`config.mk`:
```
export PLATFORM = sky130hd
export DESIGN_NAME = ecd_card_decoder
export DESIGN_NICKNAME = d
export VERILOG_FILES = /design/src/rtl/ecd_pkg.sv /design/src/rtl/ecd_chan_win.sv /design/src/rtl/ecd_id_port.sv /design/src/rtl/ecd_sel_reg.sv /design/src/rtl/ecd_card_decoder.sv
export SDC_FILE = /design/constraint.sdc
export NUM_CORES = 1
export LEC_CHECK = 0
export BUFFER_PORTS_ARGS = -buffer_cell sky130_fd_sc_hd__buf_2
export CORE_ASPECT_RATIO = 1.25
export CORE_MARGIN = 2
export CORE_UTILIZATION = 33
export DETAILED_ROUTE_END_ITERATION = 8
export GPL_TIMING_DRIVEN = 0
export PLACE_DENSITY = 0.82
export SETUP_SLACK_MARGIN = 0.5
export SYNTH_ARGS = -nofsm -noshare
export SYNTH_HDL_FRONTEND = slang
export SYNTH_HIERARCHICAL = 1
export SYNTH_SLANG_ARGS = --single-unit
```
`constraint.sdc`:
```
create_clock -name clk -period 2.3 [get_ports clk]
set_input_delay 0.46 -clock clk [delete_from_list [all_inputs] [get_ports clk]]
set_output_delay 0.46 -clock clk [all_outputs]
set_load 0.05 [all_outputs]
```
`src/rtl/ecd_pkg.sv`:
```
package ecd_pkg;
  localparam int ADDR_W   = 14;
  localparam int DATA_W   = 8;
  localparam int NUM_CH   = 2;
  localparam int NREG     = 8;
  localparam int IDX_W    = $clog2(NREG);
  localparam int REG_SHFT = 6;
  localparam int TF_BASE0 = 'h2000;
  localparam int CH_STRD  = 'h1000;
  localparam int CTL_OFF  = 'h380;
  localparam int CTL_IDX  = 6;
  localparam int ID_BASE  = 'h2280;
  localparam int ID_SHFT  = 2;
  localparam int ID_W     = 4;
  localparam int SEL_ADDR = 'h0000;
  localparam int FAST_BIT = 5;
  localparam int DMA_BIT  = 0;

  typedef struct packed {
    logic             tf;
    logic             ctl;
    logic [IDX_W-1:0] idx;
  } win_hit_t;

  function automatic int chan_base(input int ch);
    return TF_BASE0 + ch * CH_STRD;
  endfunction
endpackage

```
`src/rtl/ecd_chan_win.sv`:
```
module ecd_chan_win
  import ecd_pkg::*;
#(
  parameter int AW    = ADDR_W,
  parameter int BASE  = TF_BASE0,
  parameter int SHFT  = REG_SHFT,
  parameter int NR    = NREG,
  parameter int COFF  = CTL_OFF
) (
  input  logic [AW-1:0] addr,
  output win_hit_t      hit
);
  localparam int IW = $clog2(NR);
  localparam logic [AW-1:0] BASE_A = AW'(BASE);
  localparam logic [AW-1:0] SPAN_A = AW'(NR << SHFT);
  localparam logic [AW-1:0] COFF_A = AW'(COFF);

  logic [AW-1:0] off;

  always_comb begin
    off     = addr - BASE_A;
    hit.tf  = (off < SPAN_A) && (off[SHFT-1:0] == '0);
    hit.ctl = (off == COFF_A);
    hit.idx = off[SHFT +: IW];
  end
endmodule

```
`src/rtl/ecd_id_port.sv`:
```
module ecd_id_port
  import ecd_pkg::*;
#(
  parameter int AW   = ADDR_W,
  parameter int BASE = ID_BASE,
  parameter int SHFT = ID_SHFT,
  parameter int IW   = ID_W
) (
  input  logic [AW-1:0] addr,
  input  logic [IW-1:0] strap,
  output logic          hit,
  output logic          bit_val
);
  localparam int KW = (IW > 1) ? $clog2(IW) : 1;
  localparam logic [AW-1:0] BASE_A = AW'(BASE);
  localparam logic [AW-1:0] SPAN_A = AW'(IW << SHFT);

  logic [AW-1:0] off;
  logic [KW-1:0] k;

  always_comb begin
    off     = addr - BASE_A;
    hit     = (off < SPAN_A) && (off[SHFT-1:0] == '0);
    k       = off[SHFT +: KW];
    bit_val = hit ? strap[k] : 1'b0;
  end
endmodule

```
`src/rtl/ecd_sel_reg.sv`:
```
module ecd_sel_reg
  import ecd_pkg::*;
#(
  parameter int AW  = ADDR_W,
  parameter int ADR = SEL_ADDR
) (
  input  logic          clk,
  input  logic          rst_n,
  input  logic [AW-1:0] addr,
  input  logic          wr,
  input  logic          fast_in,
  input  logic          dma_in,
  output logic          fast_q,
  output logic          dma_q
);
  localparam logic [AW-1:0] ADR_A = AW'(ADR);

  logic load;
  assign load = wr && (addr == ADR_A);

  always_ff @(posedge clk or negedge rst_n) begin
    if (!rst_n) begin
      fast_q <= 1'b0;
      dma_q  <= 1'b0;
    end else if (load) begin
      fast_q <= fast_in;
      dma_q  <= dma_in;
    end
  end

  p_sel_load_r2: assert property (@(posedge clk) disable iff (!rst_n)
    (wr && addr == ADR_A) |=> (fast_q == $past(fast_in)) && (dma_q == $past(dma_in)));
  p_sel_hold_r2: assert property (@(posedge clk) disable iff (!rst_n)
    !(wr && addr == ADR_A) |=> $stable(fast_q) && $stable(dma_q));
endmodule

```
`src/rtl/ecd_card_decoder.sv`:
```
module ecd_card_decoder
  import ecd_pkg::*;
(
  input  logic              clk,
  input  logic              rst_n,
  input  logic [ADDR_W-1:0] bus_addr,
  input  logic              bus_rd,
  input  logic              bus_wr,
  input  logic [DATA_W-1:0] bus_wdata,
  output logic [DATA_W-1:0] bus_rdata,
  input  logic [ID_W-1:0]   id_strap,
  input  logic [DATA_W-1:0] drv_rdata,
  output logic [DATA_W-1:0] drv_wdata,
  output logic              drv_rd,
  output logic              drv_wr,
  output logic [IDX_W-1:0]  drv_reg,
  output logic [NUM_CH-1:0] cs_tf,
  output logic [NUM_CH-1:0] cs_ctl,
  output logic              fast_en,
  output logic              dma_ch
);
  win_hit_t          hits [NUM_CH];
  logic              strobe;
  logic              any_cs;
  logic              id_hit;
  logic              id_bit;

  assign strobe = bus_rd | bus_wr;

  ecd_sel_reg #(.AW(ADDR_W), .ADR(SEL_ADDR)) u_sel (
    .clk     (clk),
    .rst_n   (rst_n),
    .addr    (bus_addr),
    .wr      (bus_wr),
    .fast_in (bus_wdata[FAST_BIT]),
    .dma_in  (bus_wdata[DMA_BIT]),
    .fast_q  (fast_en),
    .dma_q   (dma_ch)
  );

  ecd_id_port #(.AW(ADDR_W), .BASE(ID_BASE), .SHFT(ID_SHFT), .IW(ID_W)) u_id (
    .addr    (bus_addr),
    .strap   (id_strap),
    .hit     (id_hit),
    .bit_val (id_bit)
  );

  for (genvar ch = 0; ch < NUM_CH; ch++) begin : g_ch
    ecd_chan_win #(
      .AW   (ADDR_W),
      .BASE (chan_base(ch)),
      .SHFT (REG_SHFT),
      .NR   (NREG),
      .COFF (CTL_OFF)
    ) u_win (
      .addr (bus_addr),
      .hit  (hits[ch])
    );
    assign cs_tf[ch]  = fast_en && strobe && hits[ch].tf;
    assign cs_ctl[ch] = fast_en && strobe && hits[ch].ctl;
  end

  always_comb begin
    drv_reg = '0;
    for (int ch = 0; ch < NUM_CH; ch++) begin
      if (cs_tf[ch])  drv_reg = hits[ch].idx;
      if (cs_ctl[ch]) drv_reg = IDX_W'(CTL_IDX);
    end
  end

  assign any_cs    = |{cs_tf, cs_ctl};
  assign drv_rd    = bus_rd && any_cs;
  assign drv_wr    = bus_wr && any_cs;
  assign drv_wdata = bus_wdata;

  always_comb begin
    if (bus_rd && any_cs)      bus_rdata = drv_rdata;
    else if (bus_rd && id_hit) bus_rdata = {{(DATA_W-1){1'b0}}, id_bit};
    else                       bus_rdata = '1;
  end

  p_onehot_r10: assert property (@(posedge clk) disable iff (!rst_n)
    $onehot0({cs_tf, cs_ctl}));
  p_idle_r9: assert property (@(posedge clk) disable iff (!rst_n)
    !(bus_rd || bus_wr) |-> (cs_tf == '0) && (cs_ctl == '0) && !drv_rd && !drv_wr);
  p_gate_r7: assert property (@(posedge clk) disable iff (!rst_n)
    !fast_en |-> (cs_tf == '0) && (cs_ctl == '0));
  p_id_upper_r3: assert property (@(posedge clk) disable iff (!rst_n)
    (bus_rd && id_hit) |-> (bus_rdata[DATA_W-1:1] == '0) && (cs_tf == '0));
  p_reset_r1: assert property (@(posedge clk)
    $rose(rst_n) |-> !fast_en && !dma_ch);
endmodule

```
==> flow_metrics.env <==
export IMPL_crit_path_start_kind="input pin"
export IMPL_critPathRequiredTime_ns=1.84
export IMPL_syn_inst=84
export IMPL_finalInstanceArea_um2=1650
export IMPL_drive_above_1_share=0.842
export IMPL_yosys_top_cells_area="buf_4, nor4_2, a21o_1"
export IMPL_via_per_inst=5.62
export IMPL_intPower_uw=170
export IMPL_dp_hpwl_um=1890
export IMPL_worst_pin_slew_ns=0.485
export IMPL_yosysMostFrequentCell="buf_4"
export IMPL_setup_viol_count_final=16
export IMPL_worst_r2r_path_depth=1
export IMPL_hold_viol=0
export IMPL_layout_nets=206
export IMPL_p_per_area_nw_per_um2=169
export IMPL_synthFlopType="dfrtp_1"
export IMPL_hold_ws_ns=0.453
export IMPL_end_kind="primary output"
export IMPL_maxSlewHeadroom=0.677
export IMPL_hold_end="u_sel/fast_q"
export IMPL_cts_sinks=2
export IMPL_grt_use_total=0.240
export IMPL_status="finished with violations"
export IMPL_dieArea_um2=2550
export IMPL_final_max_slew_viol_count=0
export IMPL_ioPinCount=65
export IMPL_first_pass_iters=4
export IMPL_antenna_left=0
export IMPL_die_x_um=45.6
export IMPL_wl_um=3290
export IMPL_ys_seq_area_frac=0.0702
export IMPL_synth_top_cell_by_area="buf_4"
export IMPL_finClkSkew_ns=0
export IMPL_initial_utilization=0.356
export IMPL_ys_types=33
export IMPL_r2r_start="u_sel/fast_q"
export IMPL_crit_arrival_ns=2.25
export IMPL_p_clk_frac=0.300
export IMPL_syn2layout_area_growth_pct=132
export IMPL_syn_area_um2=713
export IMPL_root_buffer="clkbuf_4"
export IMPL_violations="negative setup slack"
export IMPL_ctsHtreeMaxLevel=1
export IMPL_total_power_uw=280
export IMPL_synthArstFlopShare=1.00
export IMPL_vias=1039
export IMPL_antenna_found_initial=0
export IMPL_r2r_end="u_sel/fast_q"
export IMPL_hp_start="bus_wdata[5]"
export IMPL_drc=0
export IMPL_timing_final_crit_share=1.18
export IMPL_core_rowCount=18
export IMPL_io_buffers=58
export IMPL_rsz0062_at_grt="true"
export IMPL_clkLatencyLatePin_ns=0.23
export IMPL_drt_initial_drc_count=17
export IMPL_synth_seq_cells=2
export IMPL_p_sw_uw=110
export IMPL_power_frac_seq=0.127
export IMPL_grt_max_degree=9
export IMPL_synth_top_area_share=0.147
export IMPL_path_class="input pin to primary output"
export IMPL_wl_per_cell_um=17.8
export IMPL_swShare=0.392
export IMPL_hold_path_cell_count=2
export IMPL_synth_avg_cell_area_um2=8.49
export IMPL_fin_crit_ns=2.71
export IMPL_dp_slack_ns=-0.615
export IMPL_cts_buffers=3
export IMPL_clock_fmax_mhz=369
export IMPL_synth_nets=123
export IMPL_insertedDiodeCount=0
export IMPL_synth_edf_count=0
export IMPL_yosysWarnings=6
export IMPL_maxCapViolations=0
export IMPL_r2r_slack_ns=1.45
export IMPL_grt_pass1_wl_um=4670
export IMPL_finalSetupTns_ns=-5.26
export IMPL_grt_ovfl_total=0
export IMPL_synth_common_cells="buf_4, a21o_1, nor4_2, a21oi_1, and2_1"
export IMPL_path_clk_slew_ns=0.04
export IMPL_gp_congestion=0.787
export IMPL_path_max_fanout=6
export IMPL_vdd_drop_max_mv=0.253
export IMPL_fin_ws_ns=-0.410
export IMPL_die_height_um=56.0
export IMPL_grt_pass1_vias=1079
export IMPL_worstHoldPathType="input pin to flop"
export IMPL_placed_area_um2=1170
export IMPL_pwr_share_comb=0.573
export IMPL_power_leakage_uw=0.000750
export IMPL_tritoncts="done"
export IMPL_core_um2=2000
export IMPL_clock_path_buffers=2
## power by group through the flow
| stage | sequential, uW | combinational [uW] | clock [uW] |
|---|---|---|---|
| after detailed placement | 35.9 | 127 | 0 |
| after CTS | 35.5 | 139 | 89.9 |
| after global placement | 35.9 | 123 | 0 |
| final | 35.5 | 161 | 83.9 |
| after global routing | 35.5 | 168 | 90.7 |
| after floorplan | 36.1 | 70.7 | 0 |
## routing by layer
| metal | track usage | wire length (um) | vias up |
|---|---|---|---|
| met5 | 0 | 0 | - |
| met4 | 0.0924 | 48 | 0 |
| met3 | 0.0292 | 193 | 8 |
| met2 | 0.447 | 1930 | 55 |
| met1 | 0.252 | 1120 | 499 |
| li1 | - | - | 477 |
## registers in the layout (all words and copies together) (netlist names)
name and cells:
u_sel/fast_q 1, u_sel/dma_q 1
## cells in the final DEF, fill, tap and decap left out, types with 3 or more instances in the layout
cell      count
and2_4        6
nand4b_1      3
buf_4        29
inv_1         3
nor4_2        3
buf_8        11
clkbuf_4      4
a21o_4        7
nor4_4        4
buf_2        32
o21ai_4       3
buf_6        18
a21oi_2       4
## worst max-delay path, cell delays in order
cell and delay [ns]:
buf_2 0.15, inv_1 0.08, ha_1 0.28, nor4bb_4 0.27
nand4b_1 0.19, buf_4 0.19, a211oi_2 0.16, a211oi_2 0.06
a41oi_2 0.21, buf_6 0.19
## per-stage QoR
step | instances | utilization
after floorplan | 84 | -
after CTS | 178 | 0.747
after detailed placement | 162 | 0.583
after global placement | 162 | 0.583
after global routing | 185 | 0.825
final | 185 | 0.825
## how the worst max path moves through the flow
stage | start | to | slack, ns | cells past startpoint
2_1_floorplan | bus_addr[1] | drv_reg[0] | -0.32 | 5
3_3_place_gp | bus_addr[12] | bus_rdata[7] | -0.59 | 8
3_5_place_dp | bus_addr[12] | bus_rdata[6] | -0.62 | 8
4_1_cts | bus_addr[2] | bus_rdata[6] | -0.39 | 8
5_1_grt | bus_addr[7] | bus_rdata[0] | -0.46 | 10
6_report | bus_addr[8] | bus_rdata[0] | -0.41 | 10
## repair_timing
| action | in CTS | in global routing |
|---|---|---|
| endpoints found under the hold margin | 1 | 0 |
| endpoints found under the setup margin | 17 | 17 |
| hold buffers | 1 | 0 |
| resized for setup | 63 | 26 |
| pin swaps | 9 | 8 |
| buffers inserted | 12 | 7 |
## cells by family after synthesis
logic type,after synthesis,share of synthesized area
AND/OR/NAND/NOR,37,0.439
adder cells (fa/ha/maj),1,0.0175
multiplexers,5,0.0754
flip-flops,2,0.0702
buffers and inverters,18,0.179
AO/OA/AOI/OAI,21,0.219
## layout make-up
type | count | area, um^2
Multi-Input combinational cell | 64 | 761
Timing Repair Buffer | 78 | 667
Fill cell | 122 | 352
Buffer | 15 | 116
Sequential cell | 2 | 50.0
Tap cell | 20 | 25.0
Clock buffer | 3 | 22.5
Inverter | 3 | 11.3
Note: power is estimated with default switching activity, not from simulation.
